[src/rtl/iwt_pkg.sv]
package iwt_pkg;
   typedef enum logic {
      ST_RUN  = 1'b0,
      ST_IDLE = 1'b1
   } iwt_state_e;
endpackage

[src/rtl/iwt_counter.sv]
module iwt_counter #(
   parameter int unsigned       CNT_W    = 16,
   parameter logic [CNT_W-1:0]  CNT_INIT = '0
) (
   input  logic             clk,
   input  logic             rst_n,
   input  logic             tick_en,
   output logic [CNT_W-1:0] cnt
);
   always_ff @(posedge clk or negedge rst_n) begin
      if (!rst_n)       cnt <= CNT_INIT;
      else if (tick_en) cnt <= cnt - CNT_W'(1);
   end


   cnt_step_chk: assert property (@(posedge clk) disable iff (!rst_n)
      tick_en |=> cnt == $past(cnt) - CNT_W'(1));

   cnt_hold_chk: assert property (@(posedge clk) disable iff (!rst_n)
      !tick_en |=> $stable(cnt));
endmodule

[src/rtl/iwt_tap_detect.sv]
module iwt_tap_detect #(
   parameter int unsigned CNT_W    = 16,
   parameter int unsigned SEL_W    = 3,
   parameter int unsigned TAP_BASE = 11,
   parameter int unsigned NUM_WIN  = 5,
   parameter logic        TAP_RST  = 1'b0
) (
   input  logic             clk,
   input  logic             rst_n,
   input  logic [CNT_W-1:0] cnt,
   input  logic [SEL_W-1:0] sel,
   output logic             tap_event
);
   localparam int unsigned SEL_CODES = 1 << SEL_W;
   localparam logic [SEL_W-1:0] SEL_TOP = SEL_W'(NUM_WIN - 1);

   logic [NUM_WIN-1:0] taps;
   logic [SEL_W-1:0]   sel_c;
   logic               tap_now;
   logic               tap_q;

   for (genvar w = 0; w < NUM_WIN; w++) begin : g_tap
      assign taps[w] = cnt[TAP_BASE + w];
   end

   if (NUM_WIN < SEL_CODES) begin : g_clamp
      assign sel_c = (sel > SEL_TOP) ? SEL_TOP : sel;
   end else begin : g_direct
      assign sel_c = sel;
   end

   assign tap_now = taps[sel_c];

   always_ff @(posedge clk or negedge rst_n) begin
      if (!rst_n) tap_q <= TAP_RST;
      else        tap_q <= tap_now;
   end

   assign tap_event = tap_now & ~tap_q;


   event_edge_chk: assert property (@(posedge clk) disable iff (!rst_n)
      tap_event |=> tap_q);
endmodule

[src/rtl/iwt_idle_ctl.sv]
module iwt_idle_ctl
   import iwt_pkg::*;
(
   input  logic clk,
   input  logic rst_n,
   input  logic idle_req,
   input  logic wake,
   input  logic tap_event,
   output logic idle_active
);
   iwt_state_e st, st_nxt;

   always_comb begin
      st_nxt = st;
      if (idle_req)          st_nxt = ST_IDLE;
      if (tap_event || wake) st_nxt = ST_RUN;
   end

   always_ff @(posedge clk or negedge rst_n) begin
      if (!rst_n) st <= ST_RUN;
      else        st <= st_nxt;
   end

   assign idle_active = (st == ST_IDLE);


   idle_exit_chk: assert property (@(posedge clk) disable iff (!rst_n)
      (tap_event || wake) |=> !idle_active);

   idle_enter_chk: assert property (@(posedge clk) disable iff (!rst_n)
      (idle_req && !tap_event && !wake) |=> idle_active);

   idle_keep_chk: assert property (@(posedge clk) disable iff (!rst_n)
      (idle_active && !tap_event && !wake) |=> idle_active);
endmodule

[src/rtl/idle_window_timer.sv]
module idle_window_timer
   import iwt_pkg::*;
#(
   parameter int unsigned       CNT_W    = 16,
   parameter int unsigned       SEL_W    = 3,
   parameter int unsigned       TAP_BASE = 11,
   parameter int unsigned       NUM_WIN  = 5,
   parameter logic [CNT_W-1:0]  CNT_INIT = '0
) (
   input  logic             clk,
   input  logic             rst_n,
   input  logic             tick_en,
   input  logic             sel_we,
   input  logic [SEL_W-1:0] sel_wdata,
   input  logic             pend_clr,
   input  logic             irq_en,
   input  logic             idle_req,
   input  logic             wake,
   output logic             pend,
   output logic             irq,
   output logic             idle_active
);
   localparam int unsigned TAP_TOP = TAP_BASE + NUM_WIN - 1;
   localparam logic        TAP_RST = CNT_INIT[TAP_BASE];

   if (TAP_TOP >= CNT_W) begin : g_bad_tap
      $error("window taps exceed counter width");
   end
   if (NUM_WIN == 0 || NUM_WIN > (1 << SEL_W)) begin : g_bad_win
      $error("window count does not fit the select field");
   end

   logic [CNT_W-1:0] cnt;
   logic [SEL_W-1:0] sel_q;
   logic             tap_event;

   always_ff @(posedge clk or negedge rst_n) begin
      if (!rst_n)      sel_q <= '0;
      else if (sel_we) sel_q <= sel_wdata;
   end

   iwt_counter #(.CNT_W(CNT_W), .CNT_INIT(CNT_INIT)) u_cnt (
      .clk     (clk),
      .rst_n   (rst_n),
      .tick_en (tick_en),
      .cnt     (cnt)
   );

   iwt_tap_detect #(
      .CNT_W(CNT_W), .SEL_W(SEL_W), .TAP_BASE(TAP_BASE),
      .NUM_WIN(NUM_WIN), .TAP_RST(TAP_RST)
   ) u_tap (
      .clk       (clk),
      .rst_n     (rst_n),
      .cnt       (cnt),
      .sel       (sel_q),
      .tap_event (tap_event)
   );

   iwt_idle_ctl u_idle (
      .clk         (clk),
      .rst_n       (rst_n),
      .idle_req    (idle_req),
      .wake        (wake),
      .tap_event   (tap_event),
      .idle_active (idle_active)
   );

   always_ff @(posedge clk or negedge rst_n) begin
      if (!rst_n)         pend <= 1'b0;
      else if (tap_event) pend <= 1'b1;
      else if (pend_clr)  pend <= 1'b0;
   end

   assign irq = pend & irq_en;


   pend_set_chk: assert property (@(posedge clk) disable iff (!rst_n)
      tap_event |=> pend);

   pend_keep_chk: assert property (@(posedge clk) disable iff (!rst_n)
      (pend && !pend_clr) |=> pend);

   pend_src_chk: assert property (@(posedge clk) disable iff (!rst_n)
      (!pend && !tap_event) |=> !pend);
endmodule

[config.mk]
export PLATFORM = sky130hd
export DESIGN_NAME = idle_window_timer
export DESIGN_NICKNAME = d
export VERILOG_FILES = /design/src/rtl/iwt_pkg.sv /design/src/rtl/iwt_counter.sv /design/src/rtl/iwt_tap_detect.sv /design/src/rtl/iwt_idle_ctl.sv /design/src/rtl/idle_window_timer.sv
export SDC_FILE = /design/constraint.sdc
export NUM_CORES = 1
export LEC_CHECK = 0
export BUFFER_PORTS_ARGS = -buffer_cell sky130_fd_sc_hd__buf_4
export CAP_MARGIN = 20
export CELL_PAD_IN_SITES_DETAIL_PLACEMENT = 2
export CELL_PAD_IN_SITES_GLOBAL_PLACEMENT = 2
export CORE_ASPECT_RATIO = 1.4
export CORE_UTILIZATION = 36
export DETAILED_ROUTE_END_ITERATION = 7
export MAX_ROUTING_LAYER = met4
export PLACE_DENSITY = 0.87
export SKIP_CTS_REPAIR_TIMING = 1
export SYNTH_ARGS = -nofsm -noshare
export SYNTH_HDL_FRONTEND = slang
export SYNTH_SLANG_ARGS = --single-unit
[constraint.sdc]
create_clock -name clk -period 1.8 [get_ports clk]
set_clock_uncertainty 0.05 [all_clocks]
set_input_delay 0.36 -clock clk [delete_from_list [all_inputs] [get_ports clk]]
set_output_delay 0.36 -clock clk [all_outputs]
set_load 0.05 [all_outputs]
==> summary.txt, run 1 <==
STA
  • Final Hold Fails: 0
  • Worst slew slack as a fraction of its limit: ~59%
  • Period Utilization, post-route: approximately nine tenths
  • Highest clock rate: about 630 MHz
  • Unrepaired setup endpoints after global routing: false
  • Final Max Tran Viols: 0
  • Final-layout worst hold slack: approximately 0.13 ns
  • Number of setup violations in the final report: 0
  • Period minus WS final: 1.59 ns
  • Accumulated negative setup slack: 0 ns
  • Tightest Pin Transition: a little over 0.6 ns

Clock tree
  • Clock sinks: 22
  • Maximum count of clock buffers along a single path: 2
  • TritonCTS clock tree: yes
  • Worst skew pair latency: ~0.32 ns
  • Post-CTS clock slew at the launch and capture registers of the worst setup and hold paths: 0.13 ns
  • Maximum level of the CTS H-tree: 1
  • Number of buffers created by CTS: 3
  • Buffer cell driving the clock tree root: sky130_fd_sc_hd__clkbuf_4

Route
  • Number of vias in the routed layout: roughly 690
  • DR vias/cell: around 5.1
  • Number of iterations in the first detailed-routing pass: 4
  • Drc violations: 0
  • Drt total wl: ~2.2 mm
  • Initial detailed-routing violation count: 4
  • Count of antenna-violating nets left after detailed routing: 0
  • Post-DR wirelength/cell: approximately 17 um

Synth
  • Flip-flop and latch count after synthesis: 22
  • Warnings, synthesis: 0
  • Synth top area cells: sky130_fd_sc_hd__dfrtp_1 56%, sky130_fd_sc_hd__xnor2_1 9.8%, sky130_fd_sc_hd__xor2_1 3.6%, sky130_fd_sc_hd__mux2_2 3.4%, sky130_fd_sc_hd__nor2_1 2.7%
  • Synth Net Count: a little over 90
  • Syn Inst Count: 80
  • Netlist area before placement: ~980 um^2
  • Count of different cell masters after synthesis: 23
  • Post-synthesis average cell area: about 12 um^2
  • Largest area contributor in the synthesized netlist: sky130_fd_sc_hd__dfrtp_1
  • Area share of the largest cell type after synthesis: between 50% and 60%
  • Sequential element share of the synthesized area: 56.0%

Hold path
  • Startpoint of the worst hold path: wake
  • Path type of the worst min-delay path: in -> reg
  • Cell depth of the worst hold path: 2
  • Worst hold path endpoint: u_idle.idle_active

Worst setup path
  • Signal arrival time at the worst endpoint: 1.78 ns
  • Worst-path fanout max: 6
  • CP required: between 1.5 and 2 ns
  • Kind of end point of the critical path: flip-flop
  • R2r setup slk: 0.21 ns
  • Critical register-to-register path startpoint: u_cnt.cnt[3]
  • Worst-case reg-to-reg path depth: 3
  • Worst setup path category: reg -> reg
  • Launching element type of the critical path: flip-flop
  • Terminus of the critical flop-to-flop path: u_cnt.cnt[15]

Final layout
  • Antenna diode count: 0
  • Syn-to-layout area delta: 22.4%
  • Number of filler instances in the final layout: between 200 and 300
  • Fraction of final layout cells with drive strength greater than 1: 26.0%
  • Net count reported at finish: 113

Placed design
  • Final estimated routing congestion in global placement: roughly 0.70
  • # port buffers: 13
  • Detailed Place HPWL: 1.69 mm

Power and ir drop
  • Fraction of power consumed by combinational cells: a little under a third
  • Leak pwr: about 0.53 nW
  • Cell Pwr Density: roughly 1600 nW/um^2
  • Switching Power: roughly 0.00071 W
  • Seq pwr share: 49.6%
  • Switching share of power: a little under two fifths
  • Peak ir drop on the vdd network: around 0.8 mV
  • Power share of the clock group: 20.3%
  • Cell-internal power: 0.00119 W

Floorplanning
  • Height of the chip: about 64 um
  • Die X-Extent: 46.2 um
  • Row Count: 22
  • Total core area: roughly 2600 um^2
  • I/O pins: 14
  • Die footprint: 2950 um^2
  • Effective utilization at floorplan: ~38%

Global route
  • Antenna violations before repair: 0
  • GR Util All Layers: about a fifth
  • Pin count of the biggest net entering global routing: 23
  • First-pass GRT wire length: between 3 and 4 mm
  • Residual overflow from global routing: 0
  • Vias in the first global route: just over 800

Status
  • Run status: completed

Flow run
  • Max-capacitance violation count: 0
-- synth_stat cells, drive strengths merged --
library cell / number
dfrtp: 22
xnor2: 11
nor2: 7
nand2: 5
nor4: 5
inv: 4
xor2: 4
mux2: 3
nand3: 3
nand4: 3
nor3: 2
nor4b: 2
a21o: 1
a21oi: 1
and2: 1
and4bb: 1
ha: 1
mux4: 1
o21ai: 1
o2bb2ai: 1
or4b: 1
-- per-layer routing --
| metal | GRT usage [%] | up-vias | share of wire, % |
|---|---|---|---|
| met5 | - | - | 0 |
| met4 | 6.25 | 0 | 0.44 |
| met3 | 2.82 | 2 | 3.2 |
| met2 | 34.2 | 16 | 60 |
| met1 | 19.3 | 355 | 37 |
| li1 | - | 318 | - |
-- critical path, stage by stage (launching register included) --
cell                      delay [ns]
sky130_fd_sc_hd__dfrtp_1        0.51
sky130_fd_sc_hd__nor4_1         0.56
sky130_fd_sc_hd__nand4_1        0.19
sky130_fd_sc_hd__xnor2_1        0.21
-- final cells by class --
type	instances	area, um^2	share of cell area, %
inverters	4	15.0	1.25
clock buffers	3	22.5	1.87
repair buffers	16	123	10.2
clock inverters	1	30.0	2.49
multi-input cells	54	418	34.7
flip-flops and latches	22	551	45.7
well taps	36	45.0	3.74
-- metrics by stage --
stage	area [um^2]	util, %	power (W)	setup slack, ns	cells
floorplan	983	-	0.00130	0.273	80
global placement	1140	43.6	0.00147	0.315	131
detailed placement	1140	43.6	0.00152	0.253	131
CTS	1190	45.6	0.00193	0.169	135
global route	1200	46.0	0.00202	0.117	136
finish	1200	46.0	0.00190	0.206	136
-- cell usage in the layout, fill, tap and decap left out --
cell type                       synthesis  final
sky130_fd_sc_hd__mux4_2                 1      1
sky130_fd_sc_hd__xnor2_1               11     11
sky130_fd_sc_hd__nor3_1                 2      2
sky130_fd_sc_hd__or4b_4                 1      1
sky130_fd_sc_hd__nor4b_4                1      1
sky130_fd_sc_hd__a21oi_1                1      1
sky130_fd_sc_hd__nand2_1                5      5
sky130_fd_sc_hd__nor4_2                 1      1
sky130_fd_sc_hd__dlygate4sd3_1          0      1
sky130_fd_sc_hd__a21o_1                 1      1
sky130_fd_sc_hd__inv_1                  4      4
sky130_fd_sc_hd__buf_4                  0     15
sky130_fd_sc_hd__and4bb_1               1      1
sky130_fd_sc_hd__nor2_1                 7      7
sky130_fd_sc_hd__clkbuf_4               0      3
sky130_fd_sc_hd__nor4b_1                1      1
sky130_fd_sc_hd__dfrtp_1               22     22
sky130_fd_sc_hd__o2bb2ai_1              1      1
sky130_fd_sc_hd__o21ai_0                1      1
sky130_fd_sc_hd__nand3_1                3      3
sky130_fd_sc_hd__bufinv_16              0      1
sky130_fd_sc_hd__mux2_2                 3      3
sky130_fd_sc_hd__nand4_1                3      3
sky130_fd_sc_hd__ha_1                   1      1
sky130_fd_sc_hd__nor4_1                 4      4
sky130_fd_sc_hd__xor2_1                 4      4
sky130_fd_sc_hd__and2_1                 1      1
-- registers in the layout (all words and copies together), names as in the netlist --
name / cells
u_idle.idle_active: 1
pend: 1
sel_q: 3
u_tap.tap_q: 1
u_cnt.cnt: 16
-- kinds of logic (layout without fill, tap and decap cells) --
kind of cell / after synthesis / count (layout) / share of synthesized area (%)
DFF: 22 / 22 / 56.0
and+or+nand+nor: 30 / 30 / 19.5
buffers and inverters: 4 / 24 / 1.53
AOI/OAI and AO/OA: 4 / 4 / 2.67
xor gates and xnor gates: 15 / 15 / 13.4
adders and majority gates: 1 / 1 / 1.27
muxes: 4 / 4 / 5.72
-- worst max-delay path by stage --
| stage | from | end | cells after the start |
|---|---|---|---|
| floorplan | pend | irq | 1 |
| global placement | tick_en | u_cnt.cnt[9] | 4 |
| detailed placement | u_cnt.cnt[3] | u_cnt.cnt[15] | 3 |
| CTS | u_cnt.cnt[3] | u_cnt.cnt[15] | 3 |
| global route | u_cnt.cnt[3] | u_cnt.cnt[11] | 3 |
| finish | u_cnt.cnt[3] | u_cnt.cnt[15] | 3 |
-- power groups by stage --
stage,clock [W],combinational (W),sequential [W]
2_1_floorplan,0,0.000369,0.000927
3_3_place_gp,0,0.000537,0.000933
3_5_place_dp,0,0.000566,0.000958
4_1_cts,0.000401,0.000583,0.000950
5_1_grt,0.000414,0.000634,0.000977
6_report,0.000387,0.000571,0.000943
No activity file was read; power rests on OpenSTA's default activity.
==> run 2, diff against run 1 <==
--- a/config.mk
+++ b/config.mk
@@ -5,15 +5,16 @@
 export SDC_FILE = /design/constraint.sdc
 export NUM_CORES = 1
 export LEC_CHECK = 0
+export ABC_AREA = 1
 export BUFFER_PORTS_ARGS = -buffer_cell sky130_fd_sc_hd__buf_4
 export CAP_MARGIN = 20
 export CELL_PAD_IN_SITES_DETAIL_PLACEMENT = 2
 export CELL_PAD_IN_SITES_GLOBAL_PLACEMENT = 2
 export CORE_ASPECT_RATIO = 1.4
-export CORE_UTILIZATION = 36
+export CORE_UTILIZATION = 34
 export DETAILED_ROUTE_END_ITERATION = 7
 export MAX_ROUTING_LAYER = met4
-export PLACE_DENSITY = 0.87
+export PLACE_DENSITY = 0.89
 export SKIP_CTS_REPAIR_TIMING = 1
 export SYNTH_ARGS = -nofsm -noshare
 export SYNTH_HDL_FRONTEND = slang
==> run 2 against run 1 <==
Net effect: synthesized area grew 12%; synthesized cell count rose by 57%; first-iteration DRC count up 25%; setup slack better by 0.041 ns; fmax increased by 2.6%; die area grew 18%; sequential share of layout area down 3.4 points; worst hold slack improved by 0.11 ns; clock power down 20%; core utilization decreased by 4.0 points; power is 12% lower; critical path type unchanged; highest routed layer unchanged.
==> summary.txt, run 2 <==
Status
  • Run status: completed (unchanged)

Synth
  • Synth top area cells: sky130_fd_sc_hd__dfrtp_1 50%, sky130_fd_sc_hd__nand2_1 11%, sky130_fd_sc_hd__inv_1 6.8%, sky130_fd_sc_hd__xor2_1 5.6%, sky130_fd_sc_hd__nand3_1 4.1% (was sky130_fd_sc_hd__dfrtp_1 56%, sky130_fd_sc_hd__xnor2_1 9.8%, sky130_fd_sc_hd__xor2_1 3.6%, sky130_fd_sc_hd__mux2_2 3.4%, sky130_fd_sc_hd__nor2_1 2.7%)
  • Largest family of logic cells by synthesized area: simple AND/OR/NAND/NOR gates (unchanged)
  • Largest area contributor in the synthesized netlist: sky130_fd_sc_hd__dfrtp_1 (unchanged)
  • Synth Net Count: 138 (was 92)
  • Xor and xnor area share after synthesis: 5.56% (was 13.4%)
  • Area share of the largest cell type after synthesis: 49.9% (was 56.0%)
  • Syn Inst Count: 126 (was 80)
  • Flip-flop and latch count after synthesis: 22 (unchanged)
  • Adder and majority cell fraction of the synthesized area: 1.13% (was 1.27%)
  • Warnings, synthesis: 0 (unchanged)
  • Area fraction in compound gates after synthesis: 4.31% (was 2.67%)
  • Post-synthesis average cell area: 8.76 um^2 (was 12.3 um^2)
  • Ys flop type: sky130_fd_sc_hd__dfrtp_1 (unchanged)
  • Netlist area before placement: 1100 um^2 (was 983 um^2)
  • Post-synth EDFFs: 0 (unchanged)
  • Sequential element share of the synthesized area: 49.9% (was 56.0%)
  • Commonest cells in the synthesized netlist: 33 x sky130_fd_sc_hd__nand2_1, 22 x sky130_fd_sc_hd__dfrtp_1, 20 x sky130_fd_sc_hd__inv_1 (was 22 x sky130_fd_sc_hd__dfrtp_1, 11 x sky130_fd_sc_hd__xnor2_1, 7 x sky130_fd_sc_hd__nor2_1)
  • Most common cell in the netlist: sky130_fd_sc_hd__nand2_1 (was sky130_fd_sc_hd__dfrtp_1)
  • Async set-or-reset flop fraction in the synthesized netlist: 100% (unchanged)
  • Count of different cell masters after synthesis: 21 (was 23)
  • Post-synthesis share of cell area spent on and, or, nand and nor gates: 31.6% (was 19.5%)
  • Mux contribution to synthesized area: 0% (was 5.73%)

Power and ir drop
  • Power share of the clock group: 18.7% (was 20.3%)
  • Switching share of power: 40.7% (was 37.2%)
  • Peak ir drop on the vdd network: 0.536 mV (was 0.780 mV)
  • Fraction of power consumed by combinational cells: 33.5% (was 30.0%)
  • Switching Power: 0.000676 W (was 0.000706 W)
  • Total Power Consumption: 0.00166 W (was 0.00190 W)
  • Cell-internal power: 0.000987 W (was 0.00119 W)
  • Cell Pwr Density: 1280 nW/um^2 (was 1580 nW/um^2)
  • Seq pwr share: 47.8% (was 49.6%)
  • Leak pwr: 0.706 nW (was 0.534 nW)

Global route
  • First-pass GRT wire length: 4.46 mm (was 3.86 mm)
  • Pin count of the biggest net entering global routing: 23 (unchanged)
  • Vias in the first global route: 984 (was 824)
  • GR Util All Layers: 17.8% (was 18.7%)
  • Antenna violations before repair: 0 (unchanged)
  • Residual overflow from global routing: 0 (unchanged)

Final layout
  • Antenna diode count: 0 (unchanged)
  • Final instance count without filler cells: 182 (was 136)
  • Largest register by flop count: u_cnt.cnt (unchanged)
  • Fraction of final layout cells with drive strength greater than 1: 21.0% (was 26.0%)
  • Net count reported at finish: 157 (was 113)
  • Number of filler instances in the final layout: 359 (was 282)
  • Most common cell after layout, fill and taps aside: sky130_fd_sc_hd__nand2_1 (was sky130_fd_sc_hd__dfrtp_1)
  • Leading registers by flop count: u_cnt.cnt x16, sel_q x3 (unchanged)
  • Commonest cells after routing, fill and taps aside: 33 x sky130_fd_sc_hd__nand2_1, 22 x sky130_fd_sc_hd__dfrtp_1, 20 x sky130_fd_sc_hd__inv_1, 13 x sky130_fd_sc_hd__buf_4, 9 x sky130_fd_sc_hd__nand3_1 (was 22 x sky130_fd_sc_hd__dfrtp_1, 15 x sky130_fd_sc_hd__buf_4, 11 x sky130_fd_sc_hd__xnor2_1, 7 x sky130_fd_sc_hd__nor2_1, 5 x sky130_fd_sc_hd__nand2_1)
  • Flip-flop count of the largest register after layout: 16 (unchanged)
  • Syn-to-layout area delta: 17.9% (was 22.4%)

Hold path
  • Path type of the worst min-delay path: in -> reg (unchanged)
  • Cell depth of the worst hold path: 3 (was 2)

Floorplanning
  • Die X-Extent: 50.2 um (was 46.2 um)
  • Die footprint: 3480 um^2 (was 2950 um^2)
  • Height of the chip: 69.4 um (was 63.8 um)
  • Row Count: 24 (was 22)
  • Total core area: 3090 um^2 (was 2620 um^2)
  • I/O pins: 14 (unchanged)
  • Effective utilization at floorplan: 35.7% (was 37.6%)

STA
  • Final Hold Fails: 0 (unchanged)
  • Period minus WS final: 1.55 ns (was 1.59 ns)
  • Tightest Pin Transition: 0.499 ns (was 0.607 ns)
  • Accumulated negative setup slack: 0 ns (unchanged)
  • Final-layout worst hold slack: 0.241 ns (was 0.132 ns)
  • Period Utilization, post-route: 86.3% (was 88.5%)
  • Highest clock rate: 644 MHz (was 627 MHz)
  • Worst slew slack as a fraction of its limit: 66.5% (was 59.2%)
  • Unrepaired setup endpoints after global routing: false (unchanged)
  • Final Max Tran Viols: 0 (unchanged)
  • Number of setup violations in the final report: 0 (unchanged)

Flow run
  • Max-capacitance violation count: 0 (unchanged)

Placed design
  • # port buffers: 13 (unchanged)
  • Placed insts: 178 (was 131)
  • Detailed Place HPWL: 2.00 mm (was 1.69 mm)
  • Final estimated routing congestion in global placement: 0.694 (was 0.703)

Clock tree
  • Clock sinks: 22 (unchanged)
  • Maximum level of the CTS H-tree: 1 (unchanged)
  • Number of buffers created by CTS: 3 (unchanged)
  • Worst skew pair latency: 0.26 ns (was 0.32 ns)
  • Post-CTS clock slew at the launch and capture registers of the worst setup and hold paths: 0.08 ns (was 0.13 ns)
  • Buffer cell driving the clock tree root: sky130_fd_sc_hd__clkbuf_8 (was sky130_fd_sc_hd__clkbuf_4)
  • TritonCTS clock tree: yes (unchanged)
  • Maximum count of clock buffers along a single path: 2 (unchanged)

Worst setup path
  • Slowest stage cell on the critical path: sky130_fd_sc_hd__dfrtp_1 (was sky130_fd_sc_hd__nor4_1)
  • Cell-by-cell listing of the critical path: inv_1 > ha_1 > nand4_1 > nor2_4 > nand3_1 > nand2_1 > nand2_1 (was nor4_1 > nand4_1 > xnor2_1)
  • Worst setup path category: reg -> reg (unchanged)
  • Worst-case reg-to-reg path depth: 7 (was 3)
  • Signal arrival time at the worst endpoint: 1.66 ns (was 1.78 ns)
  • Launching element type of the critical path: flip-flop (unchanged)
  • Most used cell along the critical path: sky130_fd_sc_hd__nand2_1
  • Kind of end point of the critical path: flip-flop (unchanged)
  • Worst-path fanout max: 7 (was 6)
  • CP required: 1.91 ns (was 1.99 ns)
  • Largest stage delay on the critical path: 0.44 ns (was 0.56 ns)

Route
  • DR vias/cell: 4.77 (was 5.08)
  • Post-DR wirelength/cell: 14.4 um (was 16.5 um)
  • Number of vias in the routed layout: 869 (was 691)
  • Initial detailed-routing violation count: 5 (was 4)
  • Drt total wl: 2.62 mm (was 2.25 mm)
  • Drc violations: 0 (unchanged)
  • Count of antenna-violating nets left after detailed routing: 0 (unchanged)
  • Number of iterations in the first detailed-routing pass: 3 (was 4)
==> run 2: cell count changes after synthesis, sizes merged, moves of 2 or more <==
| cell | delta |
|---|---|
| nor2 | +5 |
| xnor2 | -11 |
| nor4b | -2 |
| xor2 | +3 |
| nand2 | +32 |
| nand3b | +2 |
| nand3 | +6 |
| nor4 | -5 |
| o21ai | +6 |
| mux2 | -3 |
| inv | +18 |
==> run 2: cell families after synthesis <==
logic type / Yosys count
AOI/OAI and AO/OA: 9
buffers and inverters: 22
adders and majority gates: 1
xor gates and xnor gates: 7
DFF: 22
and+or+nand+nor: 65
==> run 2: final timing paths <==
path / from / to / slack [ns]
setup / recovery: u_cnt.cnt[0] / u_cnt.cnt[14] / 0.25
hold / removal: sel_wdata[2] / sel_q[2] / 0.24
setup reg to reg: u_cnt.cnt[0] / u_cnt.cnt[14] / 0.25
hold reg to reg: u_cnt.cnt[10] / u_cnt.cnt[10] / 0.44
max in group asynchronous: rst_n / u_cnt.cnt[6] / 1.01
min in group asynchronous: rst_n / u_cnt.cnt[5] / 0.47
==> run 2: layout make-up <==
type / instances / area [um^2] / share of cell area (%)
clock buffers: 3 / 41.3 / 3.17
inverters: 22 / 82.6 / 6.35
multi-input cells: 82 / 470 / 36.2
flip-flops and latches: 22 / 551 / 42.3
well taps: 39 / 48.8 / 3.75
repair buffers: 14 / 108 / 8.27
==> run 2: power by group through the flow <==
stage               combinational (W)  clock, W  sequential [W]
finish                       0.000557  0.000311        0.000796
global route                 0.000633  0.000341        0.000819
CTS                          0.000573  0.000321        0.000801
detailed placement           0.000563         0        0.000809
global placement             0.000517         0        0.000795
floorplan                    0.000398         0        0.000793
==> run 2: layer usage <==
layer | global-route usage [%] | wire length [um] | up-vias
met5 | - | 0 | -
met4 | 7.62 | 53 | 0
li1 | - | - | 422
met2 | 32.4 | 1510 | 10
met1 | 18.4 | 1010 | 432
met3 | 2.19 | 48 | 5
==> run 2: worst max-delay path: cells and delay by family (launching register included) <==
family        cells  cell delay, ns
fa+ha+maj         1            0.16
buf+inv           1            0.08
flops             1            0.44
simple gates      5            0.72
==> run 2: stage by stage <==
step	worst slack, ns	util, %	area, um^2
floorplan	0.351	-	1100
global placement	0.407	40.4	1250
detailed placement	0.270	40.4	1250
CTS	0.211	41.7	1290
global route	0.115	42.1	1300
finish	0.247	42.1	1300
